--- src/rtl/lsm_pkg.sv ---
package lsm_pkg;

  typedef enum logic [1:0] {
    PH_IDLE   = 2'd0,
    PH_STREAM = 2'd1,
    PH_DRAIN  = 2'd2
  } lsm_phase_e;

  // number of set bits in a register mask
  function automatic int unsigned mask_weight(input logic [31:0] m);
    int unsigned c;
    c = 0;
    for (int i = 0; i < 32; i++) c += int'(m[i]);
    return c;
  endfunction

  // number of doubleword beats for n registers
  function automatic int unsigned beats_for(input int unsigned n);
    return (n + 1) / 2;
  endfunction

endpackage

--- src/rtl/lsm_reg_picker.sv ---
module lsm_reg_picker #(
  parameter int NREGS = 16,
  localparam int IDX_W = $clog2(NREGS)
) (
  input  logic [NREGS-1:0] mask,
  output logic             first_vld,
  output logic [IDX_W-1:0] first_idx,
  output logic             second_vld,
  output logic [IDX_W-1:0] second_idx,
  output logic [NREGS-1:0] rest
);

  // below[i]: number of set bits strictly below i, saturated at 2
  logic [1:0] below [NREGS+1];
  logic [NREGS-1:0] is_first;
  logic [NREGS-1:0] is_second;

  assign below[0] = 2'd0;

  for (genvar i = 0; i < NREGS; i++) begin : g_scan
    assign is_first[i]  = mask[i] && (below[i] == 2'd0);
    assign is_second[i] = mask[i] && (below[i] == 2'd1);
    assign below[i+1]   = (mask[i] && below[i] != 2'd2) ? below[i] + 2'd1 : below[i];
  end

  always_comb begin
    first_idx  = '0;
    second_idx = '0;
    for (int i = 0; i < NREGS; i++) begin
      if (is_first[i])  first_idx  = IDX_W'(i);
      if (is_second[i]) second_idx = IDX_W'(i);
    end
  end

  assign first_vld  = |is_first;
  assign second_vld = |is_second;
  assign rest       = mask & ~(is_first | is_second);

endmodule

--- src/rtl/lsm_ctrl.sv ---
module lsm_ctrl
  import lsm_pkg::*;
#(
  parameter int NREGS     = 16,
  parameter int ADDR_W    = 32,
  parameter int BEAT_BYTES = 8,
  localparam int IDX_W    = $clog2(NREGS)
) (
  input  logic              clk,
  input  logic              rst_n,
  input  logic              start,
  input  logic [ADDR_W-1:0] base_addr,
  input  logic [NREGS-1:0]  reg_list,
  // picker interface
  output logic [NREGS-1:0]  cur_mask,
  input  logic              pk_first_vld,
  input  logic [IDX_W-1:0]  pk_first_idx,
  input  logic              pk_second_vld,
  input  logic [IDX_W-1:0]  pk_second_idx,
  input  logic [NREGS-1:0]  pk_rest,
  // memory side
  output logic              issue,
  output logic [ADDR_W-1:0] beat_addr,
  // write stage
  output logic              wr_phase,
  output logic              pend_a_vld,
  output logic [IDX_W-1:0]  pend_a_idx,
  output logic              pend_b_vld,
  output logic [IDX_W-1:0]  pend_b_idx,
  // status
  output logic              start_acc,
  output logic              empty_done,
  output logic              last_write,
  output logic              busy
);

  localparam logic [ADDR_W-1:0] ALIGN_MASK = ~ADDR_W'(BEAT_BYTES - 1);
  localparam logic [ADDR_W-1:0] STRIDE     = ADDR_W'(BEAT_BYTES);

  lsm_phase_e       phase_q;
  logic [NREGS-1:0] rem_q;
  logic [ADDR_W-1:0] addr_q;
  logic             idle;

  assign idle       = (phase_q == PH_IDLE);
  assign start_acc  = start && idle;
  assign cur_mask   = idle ? reg_list : rem_q;
  assign issue      = (start_acc && (|reg_list)) || (phase_q == PH_STREAM);
  assign beat_addr  = idle ? (base_addr & ALIGN_MASK) : addr_q;
  assign empty_done = start_acc && !(|reg_list);
  assign wr_phase   = !idle;
  assign last_write = (phase_q == PH_DRAIN);
  assign busy       = start_acc || !idle;

  always_ff @(posedge clk) begin
    if (!rst_n) begin
      phase_q    <= PH_IDLE;
      rem_q      <= '0;
      addr_q     <= '0;
      pend_a_vld <= 1'b0;
      pend_b_vld <= 1'b0;
      pend_a_idx <= '0;
      pend_b_idx <= '0;
    end else if (issue) begin
      rem_q      <= pk_rest;
      addr_q     <= beat_addr + STRIDE;
      pend_a_vld <= pk_first_vld;
      pend_a_idx <= pk_first_idx;
      pend_b_vld <= pk_second_vld;
      pend_b_idx <= pk_second_idx;
      phase_q    <= (|pk_rest) ? PH_STREAM : PH_DRAIN;
    end else if (phase_q == PH_DRAIN) begin
      phase_q    <= PH_IDLE;
      pend_a_vld <= 1'b0;
      pend_b_vld <= 1'b0;
    end
  end

endmodule

--- src/rtl/lsm_wr_steer.sv ---
module lsm_wr_steer #(
  parameter int DATA_W = 32,
  parameter int IDX_W  = 4
) (
  input  logic              wr_phase,
  input  logic              pend_a_vld,
  input  logic [IDX_W-1:0]  pend_a_idx,
  input  logic              pend_b_vld,
  input  logic [IDX_W-1:0]  pend_b_idx,
  input  logic [2*DATA_W-1:0] rdata,
  output logic              wp0_en,
  output logic [IDX_W-1:0]  wp0_idx,
  output logic [DATA_W-1:0] wp0_data,
  output logic              wp1_en,
  output logic [IDX_W-1:0]  wp1_idx,
  output logic [DATA_W-1:0] wp1_data
);

  // lower word feeds the lower-ordered register
  assign wp0_en   = wr_phase && pend_a_vld;
  assign wp0_idx  = pend_a_idx;
  assign wp0_data = rdata[DATA_W-1:0];
  assign wp1_en   = wr_phase && pend_b_vld;
  assign wp1_idx  = pend_b_idx;
  assign wp1_data = rdata[2*DATA_W-1:DATA_W];

endmodule

--- src/rtl/ldm_pair_seq.sv ---
module ldm_pair_seq #(
  parameter int NREGS  = 16,
  parameter int ADDR_W = 32,
  parameter int DATA_W = 32,
  localparam int IDX_W = $clog2(NREGS),
  localparam int BEAT_BYTES = (2 * DATA_W) / 8
) (
  input  logic                clk,
  input  logic                rst_n,
  input  logic                start,
  input  logic [ADDR_W-1:0]   base_addr,
  input  logic [NREGS-1:0]    reg_list,
  output logic                mem_req,
  output logic [ADDR_W-1:0]   mem_addr,
  input  logic [2*DATA_W-1:0] mem_rdata,
  output logic                wp0_en,
  output logic [IDX_W-1:0]    wp0_idx,
  output logic [DATA_W-1:0]   wp0_data,
  output logic                wp1_en,
  output logic [IDX_W-1:0]    wp1_idx,
  output logic [DATA_W-1:0]   wp1_data,
  output logic                busy,
  output logic                done
);

  logic [NREGS-1:0] cur_mask;
  logic             pk_first_vld, pk_second_vld;
  logic [IDX_W-1:0] pk_first_idx, pk_second_idx;
  logic [NREGS-1:0] pk_rest;
  logic             wr_phase;
  logic             pend_a_vld, pend_b_vld;
  logic [IDX_W-1:0] pend_a_idx, pend_b_idx;
  logic             start_acc, empty_done, last_write;

  lsm_reg_picker #(.NREGS(NREGS)) u_pick (
    .mask       (cur_mask),
    .first_vld  (pk_first_vld),
    .first_idx  (pk_first_idx),
    .second_vld (pk_second_vld),
    .second_idx (pk_second_idx),
    .rest       (pk_rest)
  );

  lsm_ctrl #(.NREGS(NREGS), .ADDR_W(ADDR_W), .BEAT_BYTES(BEAT_BYTES)) u_ctrl (
    .clk           (clk),
    .rst_n         (rst_n),
    .start         (start),
    .base_addr     (base_addr),
    .reg_list      (reg_list),
    .cur_mask      (cur_mask),
    .pk_first_vld  (pk_first_vld),
    .pk_first_idx  (pk_first_idx),
    .pk_second_vld (pk_second_vld),
    .pk_second_idx (pk_second_idx),
    .pk_rest       (pk_rest),
    .issue         (mem_req),
    .beat_addr     (mem_addr),
    .wr_phase      (wr_phase),
    .pend_a_vld    (pend_a_vld),
    .pend_a_idx    (pend_a_idx),
    .pend_b_vld    (pend_b_vld),
    .pend_b_idx    (pend_b_idx),
    .start_acc     (start_acc),
    .empty_done    (empty_done),
    .last_write    (last_write),
    .busy          (busy)
  );

  lsm_wr_steer #(.DATA_W(DATA_W), .IDX_W(IDX_W)) u_steer (
    .wr_phase   (wr_phase),
    .pend_a_vld (pend_a_vld),
    .pend_a_idx (pend_a_idx),
    .pend_b_vld (pend_b_vld),
    .pend_b_idx (pend_b_idx),
    .rdata      (mem_rdata),
    .wp0_en     (wp0_en),
    .wp0_idx    (wp0_idx),
    .wp0_data   (wp0_data),
    .wp1_en     (wp1_en),
    .wp1_idx    (wp1_idx),
    .wp1_data   (wp1_data)
  );

  assign done = empty_done || last_write;

endmodule

--- config.mk ---
export PLATFORM = sky130hd
export DESIGN_NAME = ldm_pair_seq
export DESIGN_NICKNAME = d
export VERILOG_FILES = /design/src/rtl/lsm_pkg.sv /design/src/rtl/lsm_reg_picker.sv /design/src/rtl/lsm_ctrl.sv /design/src/rtl/lsm_wr_steer.sv /design/src/rtl/ldm_pair_seq.sv
export SDC_FILE = /design/constraint.sdc
export NUM_CORES = 1
export LEC_CHECK = 0
export ABC_CLOCK_PERIOD_IN_PS = 11900
export BUFFER_PORTS_ARGS = -buffer_cell sky130_fd_sc_hd__clkbuf_2
export CORE_MARGIN = 5
export CORE_UTILIZATION = 55
export CTS_CLUSTER_SIZE = 20
export DETAILED_ROUTE_END_ITERATION = 16
export MAX_ROUTING_LAYER = met4
export PLACE_DENSITY = 0.88
export SETUP_SLACK_MARGIN = 0.02
export SLEW_MARGIN = 25
export SYNTH_ARGS = -nofsm -noshare
export SYNTH_HDL_FRONTEND = slang
export SYNTH_SLANG_ARGS = --single-unit
--- constraint.sdc ---
create_clock -name clk -period 11.9 [get_ports clk]
set_input_delay 0.595 -clock clk [delete_from_list [all_inputs] [get_ports clk]]
set_output_delay 0.595 -clock clk [all_outputs]
set_load 0.01 [all_outputs]
# Yosys cells after proc, flatten, opt, wreduce, memory -nomap -nowiden
# Index checks and enable logic that the tools add are counted.
dict set report op_classes {
  add_sub_neg 15
  eq_ne 31
  muxes 53
  bitwise 3
  n_reduce_logical 75
}
# op count
set op_table {}
lappend op_table {{4-bit 2-to-1 mux} 27}
lappend op_table {{1-bit logical AND} 49}
lappend op_table {{16-bit OR reduction} 3}
lappend op_table {{2-bit 2-to-1 mux} 18}
lappend op_table {{32-bit by 4-bit adder with 32-bit output, second input constant} 1}
lappend op_table {{2-bit by 1-bit equality test with 1-bit output, second input constant} 16}
lappend op_table {{2-bit logical NOT} 16}
lappend op_table {{32-bit 2-to-1 mux} 1}
lappend op_table {{2-bit by 1-bit adder with 2-bit output, second input constant} 14}
lappend op_table {{2-bit != test, second input constant} 14}
lappend op_table {{16-bit bitwise AND} 1}
lappend op_table {{16-bit 2-to-1 mux} 1}
lappend op_table {{16-bit NOT} 1}
lappend op_table {{16-bit OR} 1}
lappend op_table {{15-bit OR reduction} 1}
lappend op_table {{1-bit 2-to-1 mux} 6}
lappend op_table {{1-bit logical OR} 3}
lappend op_table {{2-bit equality test, second input constant} 1}
lappend op_table {{1-bit logical NOT} 2}
lappend op_table {{2-bit nonzero test} 1}
dict set report word_totals {
  ff_bits 60
  in_bits 115
  word_cells 184
}

# Longest topological paths before layout
dict set report depth {
  depth_word 53
  ltp_mapped 31
  depth_no_buf 21
}

# Hierarchy
# From an unflattened synthesis, not the netlist that was laid out.
dict set report unflattened {
  hier_cells 1029
  area_unflattened_um2 7038.0
}
# mod n_inst cells_each area_per_inst_um2 seq_area_each_um2
set modules_own_cells {}
lappend modules_own_cells {lsm_ctrl 1 515 3808.7 1201.2}
lappend modules_own_cells {lsm_reg_picker 1 439 2670.1 0.0}
lappend modules_own_cells {lsm_wr_steer 1 74 553.0 0.0}
lappend modules_own_cells {ldm_pair_seq 1 1 6.3 0.0}

# Worst setup path before layout
# No wires, ideal clock.
dict set report synth_timing {
  kind {register -> register}
  start {register u_ctrl.phase_q[1]}
  end {register u_ctrl.rem_q[15]}
  t_arrival_ps 7226
  path_slack_ps 4550
  stages_incl_launch_ff 32
  n_path_buf 10
  path_cell_list {dfxtp_1 > buf_2 > nor2_1 > buf_4 > buf_1 > buf_1 > buf_2 > buf_1 > clkbuf_1 > clkbuf_1 > mux2i_1 > inv_1 > ha_1 > nor4b_2 > a211oi_1 > and3_1 > a211oi_1 > and3_1 > buf_1 > nor3_2 > or4_1 > o221ai_4 > inv_1 > ha_1 > nor2_1 > inv_1 > o2111ai_1 > and2_1 > buf_2 > o21ai_0 > a221oi_1 > o21ai_0}
}
dict set report synth_via {
  elab_chain_len 50
}
# item line
set synth_lines {}
lappend synth_lines {{start: declaration} lsm_ctrl.sv:40} ;# lsm_phase_e phase_q;
lappend synth_lines {{start signal: assignment} lsm_ctrl.sv:71} ;# phase_q <= (|pk_rest) ? PH_STREAM : PH_DRAIN;
lappend synth_lines {{parallel branches: the longest is 50 deep, another holds 2-bit by 1-bit adder with 2-bit output} -}
lappend synth_lines {{end signal: assignment} lsm_ctrl.sv:65} ;# rem_q <= pk_rest;
lappend synth_lines {{end: declaration} lsm_ctrl.sv:41} ;# logic [NREGS-1:0] rem_q;
# Several ways; the timed one is not identified.
# A chain may end at the register's enable or synchronous reset.

# Worst setup path after layout
dict set report layout_timing {
  start {register u_ctrl.phase_q[0]}
  end {register u_ctrl.pend_b_idx[3]}
}
dict set report layout_via {
  elab_chain_len 48
}
# item line
set layout_lines {}
lappend layout_lines {{parallel branches: the longest is 48 deep, another holds 2-bit by 1-bit adder with 2-bit output} -}
lappend layout_lines {{end signal: assignment} lsm_ctrl.sv:70} ;# pend_b_idx <= pk_second_idx;
lappend layout_lines {{end: declaration} lsm_ctrl.sv:29} ;# output logic [IDX_W-1:0] pend_b_idx,
# Several ways; the timed one is not identified.

==> impl_results.rst <==
.. list-table::
   :header-rows: 1

   * - Metric
     - Value
   * - Fin crit share
     - just over 60%
   * - Average detailed-routed wire length per instance
     - approximately 16 um
   * - Buffers from clock root to sink, at most
     - 2
   * - First-iteration detailed-routing DRC count
     - a little under 800
   * - Cell-internal power
     - 0.000962 W
   * - Floorplan die width
     - between 100 and 150 um
   * - Number of enable flip-flop cells after synthesis
     - 0
   * - Initial antenna violation count
     - 0
   * - Placer Congestion
     - approximately 0.98
   * - Starting density of the core
     - a little under three fifths
   * - Power density relative to cell area
     - around 340 nW/um^2
   * - Via-per-instance ratio
     - between 6 and 7
   * - Total wire length after detailed routing
     - between 15000 and 20000 um
   * - Detailed-route DRC error count
     - 0
   * - PnR Total Power
     - about 0.0022 W
   * - Ant diodes
     - 0
   * - Cell types occupying the most area after synthesis
     - dfxtp_1 19%, nand2_1 10%, buf_4 8.0%
   * - CTS hold repair buffers
     - 0
   * - Average instance area after synthesis
     - 6.91 um^2
   * - RSZ-0062 raised after global routing
     - no
   * - # Max-Cap Violations
     - 0
   * - Worst-skew pair later-pin latency
     - between 0.3 and 0.4 ns
   * - Clock power share
     - about a tenth
   * - Endpoint class of the critical path
     - flop
   * - HPWL Detailed
     - around 11000 um
   * - Gates resized, CTS repair
     - 0
   * - TritonCTS clock tree
     - built
   * - Clk Tree Root Cell
     - clkbuf_8
   * - Transition time of the tightest slew-check pin
     - 1.01 ns
   * - Critical path class
     - flop to flop
   * - Worst endpoint data arrival time
     - about 7.6 ns
   * - Remaining number of nets flagged by the antenna check after routing
     - 0
   * - Setup repair bufs after CTS
     - 0
   * - Number of slew-limit violations in the final report
     - 0
   * - Warning count from the yosys run
     - 0
   * - Net switching component of the power
     - between 0.001 and 0.0015 W
   * - Critical path data required time
     - roughly 12 ns
   * - Netlist area before placement
     - around 6100 um^2
   * - IO Count
     - 224
   * - Count of mapped cells out of synthesis
     - just under 900
   * - Placeable core region
     - 10800 um^2
   * - Setup clock skew after layout
     - about 0.012 ns
   * - Cell row count
     - 38
   * - Sequential-to-total area share from yosys stat
     - approximately a fifth
   * - Number of iterations in the first detailed-routing pass
     - 5
   * - Worst supply voltage drop on vdd
     - 0.236 mV
   * - Reported leakage power
     - approximately 2.6 nW
   * - Fin. Hold Viols
     - 0
   * - Pin count of the biggest net entering global routing
     - 78
   * - Predominant post-synthesis flop cell
     - dfxtp_1
   * - Number of nets in the layout
     - 997
   * - Via count of the routed design
     - around 6300
   * - Worst slew margin
     - a little over 30%
   * - Combinational group share of total power
     - approximately 76%
   * - Setup-failing EPs final
     - 0
   * - Total die area
     - approximately 13000 um^2
   * - Cell variety after synth
     - 79
   * - GRT Resource Usage Total
     - between 20% and 30%
   * - Layout cell share with drive strength beyond 1
     - roughly 17%
   * - Share of async-settable or async-resettable flops after synthesis
     - 0%
   * - Startpoint Class
     - flop
   * - Global-route wire length before repair
     - between 20000 and 30000 um
   * - Number of nets produced by synthesis
     - 1003
   * - Number of synthesized register bits
     - slightly below 60
   * - IO buf count
     - slightly above 90
   * - Clk sinks
     - about 60
   * - Top fanout value on the critical path
     - between 60 and 70
   * - Achievable Freq
     - about 140 MHz
   * - Power share of the sequential group
     - between 10% and 20%
   * - Leftover overflow at the end of global routing
     - 0
   * - Fraction of post-synthesis cell area in the top cell type by area
     - between 15 and 20%
   * - Switching power as a share of total power
     - between 50 and 60%
   * - Setup TNS
     - 0 ns
   * - Die height
     - about 120 um
   * - Area growth syn-to-layout
     - 3.83%
   * - Number of levels the H-tree was split into
     - 3
   * - Synth area leader
     - dfxtp_1
   * - Worst Hold Class
     - flop to flop
   * - Clock Pin Slew Worst Setup and Hold Paths
     - roughly 0.08 ns
   * - Vias in the first global route
     - 5568
   * - Clock period minus worst slack
     - between 7 and 8 ns
   * - Run status
     - finished clean
   * - Number of clock buffers inserted by TritonCTS
     - 9
   * - Worst reg-to-reg setup slack
     - around 4.5 ns
-- path summary, 6_finish.rpt --
kind / start / cells past startpoint / to
setup / recovery: u_ctrl.phase_q[0] / 20 / u_ctrl.pend_b_idx[3]
hold / removal: u_ctrl.addr_q[1] / 1 / u_ctrl.addr_q[1]
setup reg to reg: u_ctrl.phase_q[0] / 20 / u_ctrl.pend_b_idx[3]
hold reg to reg: u_ctrl.addr_q[1] / 1 / u_ctrl.addr_q[1]
-- critical path: stages (launching register included) --
cell       delay (ns)
dfxtp_1          0.31
buf_4            0.22
nor2_4           0.13
buf_4            0.64
mux2i_1          0.39
inv_1            0.16
ha_1             0.33
nor4b_2          0.49
a2111oi_2        0.14
o22ai_1          0.31
nand3_1          0.50
or4b_1           0.70
nand4_4          0.22
mux2i_1          0.51
o221ai_4         0.24
ha_1             0.34
or3_1            0.40
nand2_1          0.27
o22ai_1          0.14
a211oi_1         0.61
a21oi_1          0.18
-- metal layers --
metal | wire [um] | track usage (%) | vias up
met5 | 0 | - | -
met4 | 486 | 9.70 | 0
met3 | 1310 | 3.37 | 52
met2 | 7690 | 39.8 | 293
met1 | 7080 | 32.1 | 2872
li1 | - | - | 3056
-- cell usage after synthesis, types with 4 or more instances --
cell type  number
nand4_1         6
nor2_1         47
o31ai_1         4
buf_2           6
a21o_1          4
dfxtp_1        59
mux2i_1        25
and3_1         12
o211ai_1       13
inv_1          21
nor3_1         20
o21ai_0        66
nor3b_1         6
a211oi_1       14
a21boi_0       13
o21a_1          6
clkbuf_1       36
nand2_1       168
and2_1         39
nand3_1        44
nor4_1          6
buf_1           7
nor2b_1         6
ha_1           10
a21oi_1        34
a32oi_1         4
a31oi_1        11
or3_1           5
a221oi_1        5
xnor2_1        28
xor2_1          9
buf_4          65
o22ai_1        11
-- flip-flops by register name, summed over array words and instances (netlist names) --
signal             cells
u_ctrl.phase_q         2
u_ctrl.pend_a_idx      4
u_ctrl.pend_b_idx      4
u_ctrl.pend_a_vld      1
u_ctrl.addr_q         32
u_ctrl.pend_b_vld      1
u_ctrl.rem_q          15
-- logic make-up after synthesis --
logic type      Yosys count  share of synthesized area, %
buf+inv                 138                          12.9
xor+xnor                 37                          5.34
fa+ha+maj                10                          2.06
compound gates          225                          25.0
simple gates            381                          30.5
flops                    59                          19.5
mux                      28                          4.68
-- final cells by class --
| type | instances | area (um^2) |
|---|---|---|
| clock inverters | 7 | 91.3 |
| flip-flops and latches | 59 | 1180 |
| inverters | 22 | 82.6 |
| clock buffers | 9 | 124 |
| repair buffers | 99 | 513 |
| well taps | 140 | 175 |
| multi-input cells | 681 | 4130 |
| fillers | 1021 | 4540 |
-- through the flow --
step | hold slack, ns | setup slack (ns) | utilization (%) | instances | cell area [um^2]
after floorplan | 0.421 | 4.55 | - | 878 | 6070
after global placement | 0.435 | 4.83 | 56.1 | 1001 | 6080
after detailed placement | 0.441 | 4.65 | 56.1 | 1001 | 6080
after CTS | 0.463 | 4.62 | 58.1 | 1017 | 6290
after global routing | 0.481 | 3.97 | 58.1 | 1017 | 6300
final | 0.457 | 4.51 | 58.1 | 1017 | 6300
-- power by group through the flow --
stage          combinational, W  sequential (W)  clock (W)
2_1_floorplan           0.00130        0.000305          0
3_3_place_gp            0.00157        0.000305          0
3_5_place_dp            0.00159        0.000309          0
4_1_cts                 0.00161        0.000305   0.000210
5_1_grt                 0.00181        0.000314   0.000218
6_report                0.00165        0.000306   0.000211
-- cells in the final DEF (no fill, tap or decap), types with 25 or more instances in the layout --
cell type,count
a21oi_1,34
and2_1,39
clkbuf_2,92
dfxtp_1,59
mux2i_1,25
nand2_1,168
nand3_1,44
nor2_1,46
o21ai_0,66
xnor2_1,27
(Power assumes the default switching activity.)
